$ cat src/rtl/tblcall_pkg.sv
package tblcall_pkg;

    // Slot number width is fixed by the call encoding.
    localparam int IDX_W = 6;
    localparam logic [9:0]  CALL_OPC = 10'b0000001000;
    localparam logic [15:0] RET_HW0  = 16'h07E0;
    localparam logic [15:0] RET_HW1  = 16'h0144;

    typedef enum logic [2:0] {
        ST_IDLE = 3'd0,
        ST_SAVE = 3'd1,
        ST_ADDR = 3'd2,
        ST_LOAD = 3'd3,
        ST_JUMP = 3'd4,
        ST_RET  = 3'd5
    } seq_st_e;

endpackage

$ cat src/rtl/tblcall_decode.sv
module tblcall_decode
    import tblcall_pkg::*;
(
    input  logic [15:0]      hw0,
    input  logic [15:0]      hw1,
    output logic             is_call,
    output logic             is_ret,
    output logic [IDX_W-1:0] idx
);

    always_comb begin
        is_call = (hw0[15:IDX_W] == CALL_OPC);
        is_ret  = (hw0 == RET_HW0) && (hw1 == RET_HW1);
        idx     = hw0[IDX_W-1:0];
    end

endmodule

$ cat src/rtl/tblcall_addr.sv
module tblcall_addr
    import tblcall_pkg::*;
#(
    parameter int AW = 32
) (
    input  logic [AW-1:0]    base,
    input  logic [IDX_W-1:0] idx,
    input  logic [15:0]      data,
    output logic [AW-1:0]    tbl_addr,
    output logic [AW-1:0]    target
);

    // AW must be at least 16 so the offset fits without truncation.
    localparam int SLOT_W = IDX_W + 1;

    logic [SLOT_W-1:0] slot_bytes;
    logic [AW-1:0]     sum;

    always_comb begin
        slot_bytes = {idx, 1'b0};
        tbl_addr   = base + AW'(slot_bytes);
        sum        = base + AW'(data);
        target     = {sum[AW-1:1], 1'b0};
    end

endmodule

$ cat src/rtl/tblcall_save.sv
module tblcall_save #(
    parameter int AW = 32,
    parameter int PW = 32
) (
    input  logic          clk,
    input  logic          rst_n,
    input  logic          we,
    input  logic [AW-1:0] pc_in,
    input  logic [PW-1:0] psw_in,
    output logic [AW-1:0] save_pc,
    output logic [PW-1:0] save_psw
);

    typedef struct packed {
        logic [AW-1:0] pc;
        logic [PW-1:0] psw;
    } save_t;

    save_t sv_d, sv_q;

    always_comb begin
        sv_d = sv_q;
        if (we) begin
            sv_d.pc  = pc_in;
            sv_d.psw = psw_in;
        end
    end

    always_ff @(posedge clk or negedge rst_n) begin
        if (!rst_n) sv_q <= '0;
        else        sv_q <= sv_d;
    end

    assign save_pc  = sv_q.pc;
    assign save_psw = sv_q.psw;

endmodule

$ cat src/rtl/tblcall_seq.sv
module tblcall_seq
    import tblcall_pkg::*;
#(
    parameter int AW = 32,
    parameter int PW = 32
) (
    input  logic          clk,
    input  logic          rst_n,
    input  logic          insn_valid,
    input  logic [15:0]   insn_hw0,
    input  logic [15:0]   insn_hw1,
    input  logic [AW-1:0] cur_pc,
    input  logic [PW-1:0] cur_psw,
    input  logic [AW-1:0] tbl_base,
    output logic          rd_req,
    output logic [AW-1:0] rd_addr,
    input  logic          rd_valid,
    input  logic [15:0]   rd_data,
    output logic          pc_load,
    output logic [AW-1:0] pc_next,
    output logic          psw_load,
    output logic [PW-1:0] psw_next,
    output logic          busy,
    output logic [AW-1:0] save_pc,
    output logic [PW-1:0] save_psw
);

    localparam logic [AW-1:0] INSN_BYTES = AW'(2);

    typedef struct packed {
        seq_st_e          st;
        logic [IDX_W-1:0] idx;
        logic [AW-1:0]    base;
        logic [AW-1:0]    ret_pc;
        logic [PW-1:0]    psw;
        logic [AW-1:0]    addr;
        logic [AW-1:0]    tgt;
    } ctx_t;

    ctx_t ctx_d, ctx_q;

    logic             dec_call, dec_ret;
    logic [IDX_W-1:0] dec_idx;
    logic [AW-1:0]    calc_addr, calc_tgt;
    logic             save_we;

    tblcall_decode u_dec (
        .hw0     (insn_hw0),
        .hw1     (insn_hw1),
        .is_call (dec_call),
        .is_ret  (dec_ret),
        .idx     (dec_idx)
    );

    tblcall_addr #(.AW(AW)) u_addr (
        .base     (ctx_q.base),
        .idx      (ctx_q.idx),
        .data     (rd_data),
        .tbl_addr (calc_addr),
        .target   (calc_tgt)
    );

    tblcall_save #(.AW(AW), .PW(PW)) u_save (
        .clk      (clk),
        .rst_n    (rst_n),
        .we       (save_we),
        .pc_in    (ctx_q.ret_pc),
        .psw_in   (ctx_q.psw),
        .save_pc  (save_pc),
        .save_psw (save_psw)
    );

    always_comb begin
        ctx_d   = ctx_q;
        save_we = 1'b0;
        unique case (ctx_q.st)
            ST_IDLE: begin
                if (insn_valid && dec_call) begin
                    ctx_d.st     = ST_SAVE;
                    ctx_d.idx    = dec_idx;
                    ctx_d.base   = tbl_base;
                    ctx_d.ret_pc = cur_pc + INSN_BYTES;
                    ctx_d.psw    = cur_psw;
                end else if (insn_valid && dec_ret) begin
                    ctx_d.st = ST_RET;
                end
            end
            ST_SAVE: begin
                save_we  = 1'b1;
                ctx_d.st = ST_ADDR;
            end
            ST_ADDR: begin
                ctx_d.addr = calc_addr;
                ctx_d.st   = ST_LOAD;
            end
            ST_LOAD: begin
                if (rd_valid) begin
                    ctx_d.tgt = calc_tgt;
                    ctx_d.st  = ST_JUMP;
                end
            end
            ST_JUMP: ctx_d.st = ST_IDLE;
            ST_RET:  ctx_d.st = ST_IDLE;
            default: ctx_d.st = ST_IDLE;
        endcase
    end

    always_ff @(posedge clk or negedge rst_n) begin
        if (!rst_n) ctx_q <= '0;
        else        ctx_q <= ctx_d;
    end

    always_comb begin
        busy     = (ctx_q.st != ST_IDLE);
        rd_req   = (ctx_q.st == ST_LOAD);
        rd_addr  = ctx_q.addr;
        psw_load = (ctx_q.st == ST_RET);
        pc_load  = (ctx_q.st == ST_JUMP) || psw_load;
        pc_next  = psw_load ? save_pc : ctx_q.tgt;
        psw_next = save_psw;
    end

endmodule

$ cat config.mk
export PLATFORM = sky130hd
export DESIGN_NAME = tblcall_seq
export DESIGN_NICKNAME = d
export VERILOG_FILES = /design/src/rtl/tblcall_pkg.sv /design/src/rtl/tblcall_decode.sv /design/src/rtl/tblcall_addr.sv /design/src/rtl/tblcall_save.sv /design/src/rtl/tblcall_seq.sv
export SDC_FILE = /design/constraint.sdc
export NUM_CORES = 1
export LEC_CHECK = 0
export ABC_AREA = 1
export BUFFER_PORTS_ARGS = -buffer_cell sky130_fd_sc_hd__buf_2
export CAP_MARGIN = 20
export CELL_PAD_IN_SITES_DETAIL_PLACEMENT = 0
export CELL_PAD_IN_SITES_GLOBAL_PLACEMENT = 1
export CORE_UTILIZATION = 39
export CTS_CLUSTER_DIAMETER = 30
export DETAILED_ROUTE_END_ITERATION = 16
export MAX_ROUTING_LAYER = met4
export PLACE_DENSITY = 0.87
export SYNTH_ARGS = -nofsm -noshare
export SYNTH_HDL_FRONTEND = slang
export SYNTH_HIERARCHICAL = 1
export SYNTH_SLANG_ARGS = --single-unit
$ cat constraint.sdc
create_clock -name clk -period 2.6 [get_ports clk]
set_input_delay 0.26 -clock clk [delete_from_list [all_inputs] [get_ports clk]]
set_output_delay 0.26 -clock clk [all_outputs]
set_load 0.01 [all_outputs]
==> out/metrics.csv, run 1 <==
metric;value;unit
number of detailed-route iterations in the first pass;5;
largest net degree at the start of global routing;77;
Worst path slowest cell;dfrtp_1;
layout cell share with drive strength beyond 1;22.69;%
post-route setup slack;0.2319;ns
Cell Chain, Critical Path;inv_2, nor2_1, nand2_1, inv_1, buf_4, nand2_1, nand2_1, buf_2;
Reg clk slew, reported paths;0.04;ns
routed vias/inst;4.676;
max cap viols;0;
worst setup path class;reg -> out;
Layout Skew;0.01693;ns
die width;186.2;um
Crit path arrival time;2.11;ns
Fmax achieved;422.3;MHz
H-tree lvl count;2;
Leak Pwr;10.34;nW
max-slew violation count;0;
mean cell area of the mapped netlist;7.309;um2
cell area after layout;17680;um2
part of the cycle the worst path needs;91.08;%
total track usage;24.54;%
Hold Crit Class;in -> reg;
worst setup slack after placement;0.3022;ns
Initial Util;39.55;%
DRC violations left;0;
global-route wire length before repair;63200;um
CP Max Fanout;33;
power per cell area;776.9;nW/um2
IO buf count;311;
most frequent cells after synthesis;935 x nand2_1, 233 x dfrtp_1, 119 x inv_1, 104 x nand3_1, 101 x nor2_1;
Seq cells post-synth;233;
Rel. slew slack;40.90;%
initial antenna violation count;2;
Net count, final;2329;
number of CTS-inserted buffers;60;
CTS tree;yes;
Slew @ Worst Pin;0.8865;ns
estimated wirelength of the detail-placed design;30090;um
I/O pin count;312;
Yosys warnings;6;
Seq/Total Area, Yosys;44.07;%
post-synthesis instance total;1810;
Final Hold Vio Count;0;
placed cell area;14680;um2
cell taking the most area after synthesis;dfrtp_1;
Min Clock Period, post-route;2.368;ns
Crit path required time;2.34;ns
TNS Setup;0;ns
largest cells by area after synthesis;dfrtp_1 44%, nand2_1 27%, buf_4 4.6%, nand3_1 3.9%, inv_1 3.4%;
Avg WL per Cell;15.55;um
gpl congestion;0.9193;
initial DRC count;717;
die height;186.2;um
RSZ-0062 raised after global routing;false;
Synth top area share;44.07;%
fin util;52.87;%
via count;12430;
Yosys cell types;37;
most used cell along the critical path;nand2_1;
crit-path max cell delay;0.46;ns
Post-CTS Setup Inserts;0;
Post-Syn Area;13230;um2
clock root buffer master;clkbuf_16;
FP Rows;67;
CP endpoint kind;output pin;
die footprint;34660;um2
clk sinks;233;
Synth async-reset ratio;100.0;%
Area Overhead vs Synth;33.66;%
syn_nets;1982;
EDFF count, synth;0;
post-route ant nets;0;
CP Launch Type;flip-flop;
cell with the most instances after synthesis;nand2_1;
VDD IR max;0.0005384;V
core region area;33450;um2
Primary FF master, synth;dfrtp_1;
CTS Buffer Depth;3;
# setup viols final;0;
Pwr Total;0.01374;W
clk_lat worst skew;0.58;ns
grt total ovfl;0;
vias in the first global route;11840;
status;complete, no violations;
WL final;41320;um
path summary, 6_finish.rpt:
check / endpoint / slack [ns] / cells after the start / start
worst max-delay path: pc_next[23] / 0.23 / 8 / ctx_q[168]$_DFFE_PN0P_
worst min-delay path: ctx_q[107]$_DFFE_PN0P_ / 0.03 / 4 / cur_pc[11]
worst max register to register: rd_addr[21]$_DFFE_PN0N_ / 0.31 / 12 / ctx_q[129]$_DFFE_PN0P_
worst min register to register: u_save/save_psw[10]$_DFFE_PN0P_ / 0.46 / 2 / ctx_q[74]$_DFFE_PN0P_
max in group asynchronous: ctx_q[120]$_DFFE_PN0P_ / 1.53 / 3 / rst_n
min in group asynchronous: ctx_q[70]$_DFFE_PN0P_ / 0.26 / 2 / rst_n
metrics by stage:
| step | std cells | hold slack [ns] |
|---|---|---|
| finish | 2658 | 0.03004 |
| global route | 2658 | 0.02608 |
| CTS | 2655 | 0.002871 |
| detailed placement | 2461 | 0.2559 |
| global placement | 2460 | 0.2520 |
| floorplan | 1810 | -0.03559 |
critical path: cells and delay by family (launching register included):
kind | cells | cell delay, ns
buffers and inverters | 4 | 0.59
flip-flops | 1 | 0.46
AND/OR/NAND/NOR | 4 | 0.47
flip-flops by register name (all words and copies together), names as in the netlist:
| signal | count |
|---|---|
| ctx_q | 137 |
| rd_addr | 32 |
| u_save/save_pc | 32 |
| u_save/save_psw | 32 |
kinds of logic after synthesis:
logic type	count (synthesis)	share of synthesized area (%)
adder cells (fa/ha/maj)	24	2.383
multiplexers	32	2.724
AO/OA/AOI/OAI	37	1.646
flip-flops	233	44.07
other	1	0.02834
AND/OR/NAND/NOR	1189	36.17
XOR/XNOR	43	2.847
buffers and inverters	251	10.13
cells in the final DEF, fill, tap and decap left out, types with 2 or more instances in the layout:
master / instances
dlygate4sd3_1: 81
nor2_2: 4
nand2_1: 935
nand3_1: 104
clkbuf_8: 5
nor3_2: 5
nor2_1: 101
o21bai_1: 6
nor3_4: 2
clkinvlp_4: 3
diode_2: 2
inv_2: 4
clkbuf_16: 61
nand2_4: 3
clkinv_4: 13
ha_1: 22
inv_6: 4
nor3_1: 10
clkinv_2: 10
xor2_1: 39
bufinv_16: 10
a21oi_1: 16
buf_4: 15
xnor2_1: 4
nand2_2: 4
and2_1: 2
o21ai_0: 9
fa_1: 2
or2_2: 3
inv_1: 119
nand3b_1: 4
mux2_2: 32
buf_2: 310
clkbuf_1: 7
nand4_1: 8
dfrtp_1: 233
nor2_4: 3
buf_12: 4
metal layers:
| layer | routed length [um] | part of all wire (%) | up-vias | global-route usage (%) |
|---|---|---|---|---|
| li1 | - | - | 6215 | - |
| met1 | 17800 | 43 | 5755 | 30.01 |
| met2 | 19890 | 48 | 399 | 40.76 |
| met3 | 2799 | 6.8 | 59 | 4.829 |
| met4 | 838 | 2.0 | 0 | 7.639 |
| met5 | 0 | 0 | - | - |
where the power goes:
part           internal (W)  leakage, nW  switching [W]
registers           0.00384         3.23       0.000138
logic              0.000691         6.06        0.00128
clock network       0.00544         1.05        0.00235
area by class of cell:
type / count / area [um2]
Fill cell: 3276 / 15770
Multi-Input combinational cell: 1326 / 6065
Sequential cell: 233 / 5831
Timing Repair Buffer: 412 / 2597
Clock buffer: 73 / 1622
Tap cell: 448 / 560.5
Clock inverter: 40 / 536.8
Inverter: 124 / 466.7
Antenna cell: 2 / 5.005
what timing repair did:
item / in CTS / in global routing
setup endpoints to repair: 0 / 0
resized for setup: 0 / 0
hold buffers: 81 / 0
endpoints found under the hold margin: 140 / 0
(Power assumes the default switching activity.)
==> inputs of run 2 (changes only) <==
--- a/config.mk
+++ b/config.mk
@@ -10,11 +10,12 @@
 export CAP_MARGIN = 20
 export CELL_PAD_IN_SITES_DETAIL_PLACEMENT = 0
 export CELL_PAD_IN_SITES_GLOBAL_PLACEMENT = 1
-export CORE_UTILIZATION = 39
+export CORE_MARGIN = 2
+export CORE_UTILIZATION = 42
 export CTS_CLUSTER_DIAMETER = 30
 export DETAILED_ROUTE_END_ITERATION = 16
 export MAX_ROUTING_LAYER = met4
-export PLACE_DENSITY = 0.87
+export PLACE_DENSITY = 0.92
 export SYNTH_ARGS = -nofsm -noshare
 export SYNTH_HDL_FRONTEND = slang
 export SYNTH_HIERARCHICAL = 1
==> constraint.sdc (replaced) <==
create_clock -name clk -period 2.87 [get_ports clk]
set_input_delay 0.287 -clock clk [delete_from_list [all_inputs] [get_ports clk]]
set_output_delay 0.287 -clock clk [all_outputs]
set_load 0.01 [all_outputs]
==> out/metrics.csv, run 2 (synthesis gave the netlist of run 1 again) <==
metric;value;unit;change
status;complete, no violations;;unchanged
worst setup path class;reg -> reg;;was reg -> out
I/O pin count;312;;unchanged
number of CTS-inserted buffers;57;;was 60
area of the multi-input gates;6065;um2;unchanged
register area;5831;um2;unchanged
part of the cycle the worst path needs;81.16;%;
via count;12540;;was 12.43k
largest net degree at the start of global routing;94;;was 77
max cap viols;0;;unchanged
Biggest register;ctx_q;;unchanged
# setup viols final;0;;unchanged
Min Clock Period, post-route;2.329;ns;
RSZ-0062 raised after global routing;false;;unchanged
most frequent cells in the layout;935 x nand2_1, 310 x buf_2, 233 x dfrtp_1;;unchanged
FP Rows;64;;was 67
VDD IR max;0.0004506;V;was 0.0005384 V
most used cell along the critical path;nand2_1;;unchanged
Area Overhead vs Synth;32.36;%;was 33.66%
vias in the first global route;12510;;was 11.84k
Layout Skew;0.01910;ns;was 0.01693 ns
CTS tree;yes;;unchanged
total track usage;25.94;%;was 24.54%
Slew @ Worst Pin;0.7308;ns;was 0.8865 ns
core region area;30830;um2;was 33450 um2
placed insts;2408;;was 2461
post-route ant nets;0;;unchanged
worst setup slack after placement;0.5835;ns;was 0.3022 ns
gpl congestion;0.9560;;was 0.9193
IO buf count;311;;unchanged
H-tree lvl count;2;;unchanged
Reg clk slew, reported paths;0.04;ns;about the same
Worst path slowest cell;dfrtp_1;;unchanged
Rel. slew slack;51.28;%;was 40.90%
Hold Crit Class;in -> reg;;unchanged
most common cell after layout, fill and taps aside;nand2_1;;unchanged
Filler cells;2886;;was 3276
die footprint;32940;um2;was 34660 um2
layout cell share with drive strength beyond 1;22.57;%;was 22.69%
die height;181.5;um;was 186.2 um
Crit path arrival time;2.77;ns;was 2.11 ns
max reg flops;137;;unchanged
estimated wirelength of the detail-placed design;29890;um;was 30090 um
CP endpoint kind;flip-flop;;was output pin
Initial Util;42.91;%;was 39.55%
clk_lat worst skew;0.57;ns;was 0.58 ns
final non-filler cell total;2586;;was 2658
die width;181.5;um;was 186.2 um
Cell Chain, Critical Path;ha_1, inv_1, fa_1, o21ai_2, nand2_2, nand2_4, nand2_4, nor2_4, nand2_1, nand2_1, nand2_1, mux2_2;;was inv_2, nor2_1, nand2_1, inv_1, buf_4, nand2_1, nand2_1, buf_2
Net count, final;2316;;was 2329
power per cell area;715.3;nW/um2;was 776.9 nW/um2
clock root buffer master;clkbuf_16;;unchanged
DRC violations left;0;;unchanged
routed vias/inst;4.848;;was 4.676
Fmax achieved;429.3;MHz;
CP Max Fanout;5;;was 33
TNS Setup;0;ns;unchanged
Leak Pwr;10.25;nW;was 10.34 nW
Post-CTS Setup Inserts;0;;unchanged
global-route wire length before repair;66100;um;was 63200 um
grt total ovfl;0;;unchanged
CTS Buffer Depth;3;;unchanged
Final Hold Vio Count;0;;unchanged
max-slew violation count;0;;unchanged
initial DRC count;778;;was 717
crit-path max cell delay;0.42;ns;was 0.46 ns
WL final;41580;um;was 41320 um
Avg WL per Cell;16.08;um;was 15.55 um
Crit path required time;3.31;ns;was 2.34 ns
number of detailed-route iterations in the first pass;5;;unchanged
clk sinks;233;;unchanged
CP Launch Type;flip-flop;;unchanged
initial antenna violation count;1;;was 2
post-route setup slack;0.5408;ns;was 0.2319 ns
[run 2: changes by cell type in the layout (fill, tap and decap cells not counted), moves of 4 or more]
cell           previous run  this run
bufinv_16                10        14
clkinv_2                 10         5
clkbuf_8                  5         9
clkinvlp_4                3        13
clkbuf_16                61        57
clkinv_4                 13         1
inv_6                     4         0
dlygate4sd3_1            81        72
[run 2: per-layer routing]
| layer | wire length, um | GRT usage, % | share of wire (%) | up-vias |
|---|---|---|---|---|
| li1 | - | - | - | 6184 |
| met2 | 20290 | 44.00 | 49 | 445 |
| met4 | 1185 | 8.293 | 2.9 | 0 |
| met1 | 17810 | 31.70 | 43 | 5820 |
| met5 | 0 | - | 0 | - |
| met3 | 2299 | 4.212 | 5.5 | 89 |
[run 2: layout make-up]
| class | instances | share of cell area (%) |
|---|---|---|
| Antenna cell | 1 | 0.01429 |
| Clock buffer | 70 | 8.938 |
| Clock inverter | 34 | 3.351 |
| Inverter | 124 | 2.665 |
| Multi-Input combinational cell | 1326 | 34.63 |
| Sequential cell | 233 | 33.30 |
| Tap cell | 396 | 2.829 |
| Timing Repair Buffer | 402 | 14.28 |
[run 2: what timing repair did]
| item | in CTS | in global routing |
|---|---|---|
| hold buffers | 72 | 0 |
| resized for setup | 0 | 0 |
| hold endpoints to repair | 116 | 0 |
[run 2: power breakdown]
group | internal [W] | total, W | switching, W | leakage, nW
clock network | 0.00511 | 0.00717 | 0.00207 | 1.01
registers | 0.00348 | 0.00360 | 0.000126 | 3.23
logic | 0.000610 | 0.00175 | 0.00114 | 6.01
total | 0.00919 | 0.0125 | 0.00333 | 10.2
[run 2: final timing paths]
path | from | end | slack, ns | cells after the start
max | ctx_q[129]$_DFFE_PN0P_ | rd_addr[29]$_DFFE_PN0N_ | 0.54 | 12
min | cur_pc[11] | ctx_q[107]$_DFFE_PN0P_ | 0.03 | 4
max reg2reg | ctx_q[129]$_DFFE_PN0P_ | rd_addr[29]$_DFFE_PN0N_ | 0.54 | 12
min reg2reg | ctx_q[101]$_DFFE_PN0P_ | u_save/save_pc[5]$_DFFE_PN0P_ | 0.47 | 2
max in group asynchronous | rst_n | u_save/save_pc[7]$_DFFE_PN0P_ | 1.88 | 3
min in group asynchronous | rst_n | u_save/save_psw[6]$_DFFE_PN0P_ | 0.23 | 2
[run 2: through the flow]
| stage | utilization, % | power, W | area (um2) | hold WS (ns) |
|---|---|---|---|---|
| after floorplan | - | 0.004711 | 13230 | -0.008591 |
| after global placement | 47.39 | 0.005313 | 14610 | 0.2187 |
| after detailed placement | 47.39 | 0.005333 | 14610 | 0.2199 |
| after CTS | 56.70 | 0.01263 | 17480 | 0.004610 |
| after global routing | 56.80 | 0.01303 | 17510 | 0.02709 |
| final | 56.80 | 0.01253 | 17510 | 0.02546 |
[run 2: critical path: cells and delay by family (launching register included)]
kind / cells / cell delay [ns]
AOI/OAI and AO/OA: 1 / 0.22
adders and majority gates: 2 / 0.61
buffers and inverters: 1 / 0.05
DFF: 1 / 0.42
muxes: 1 / 0.25
and+or+nand+nor: 7 / 0.66
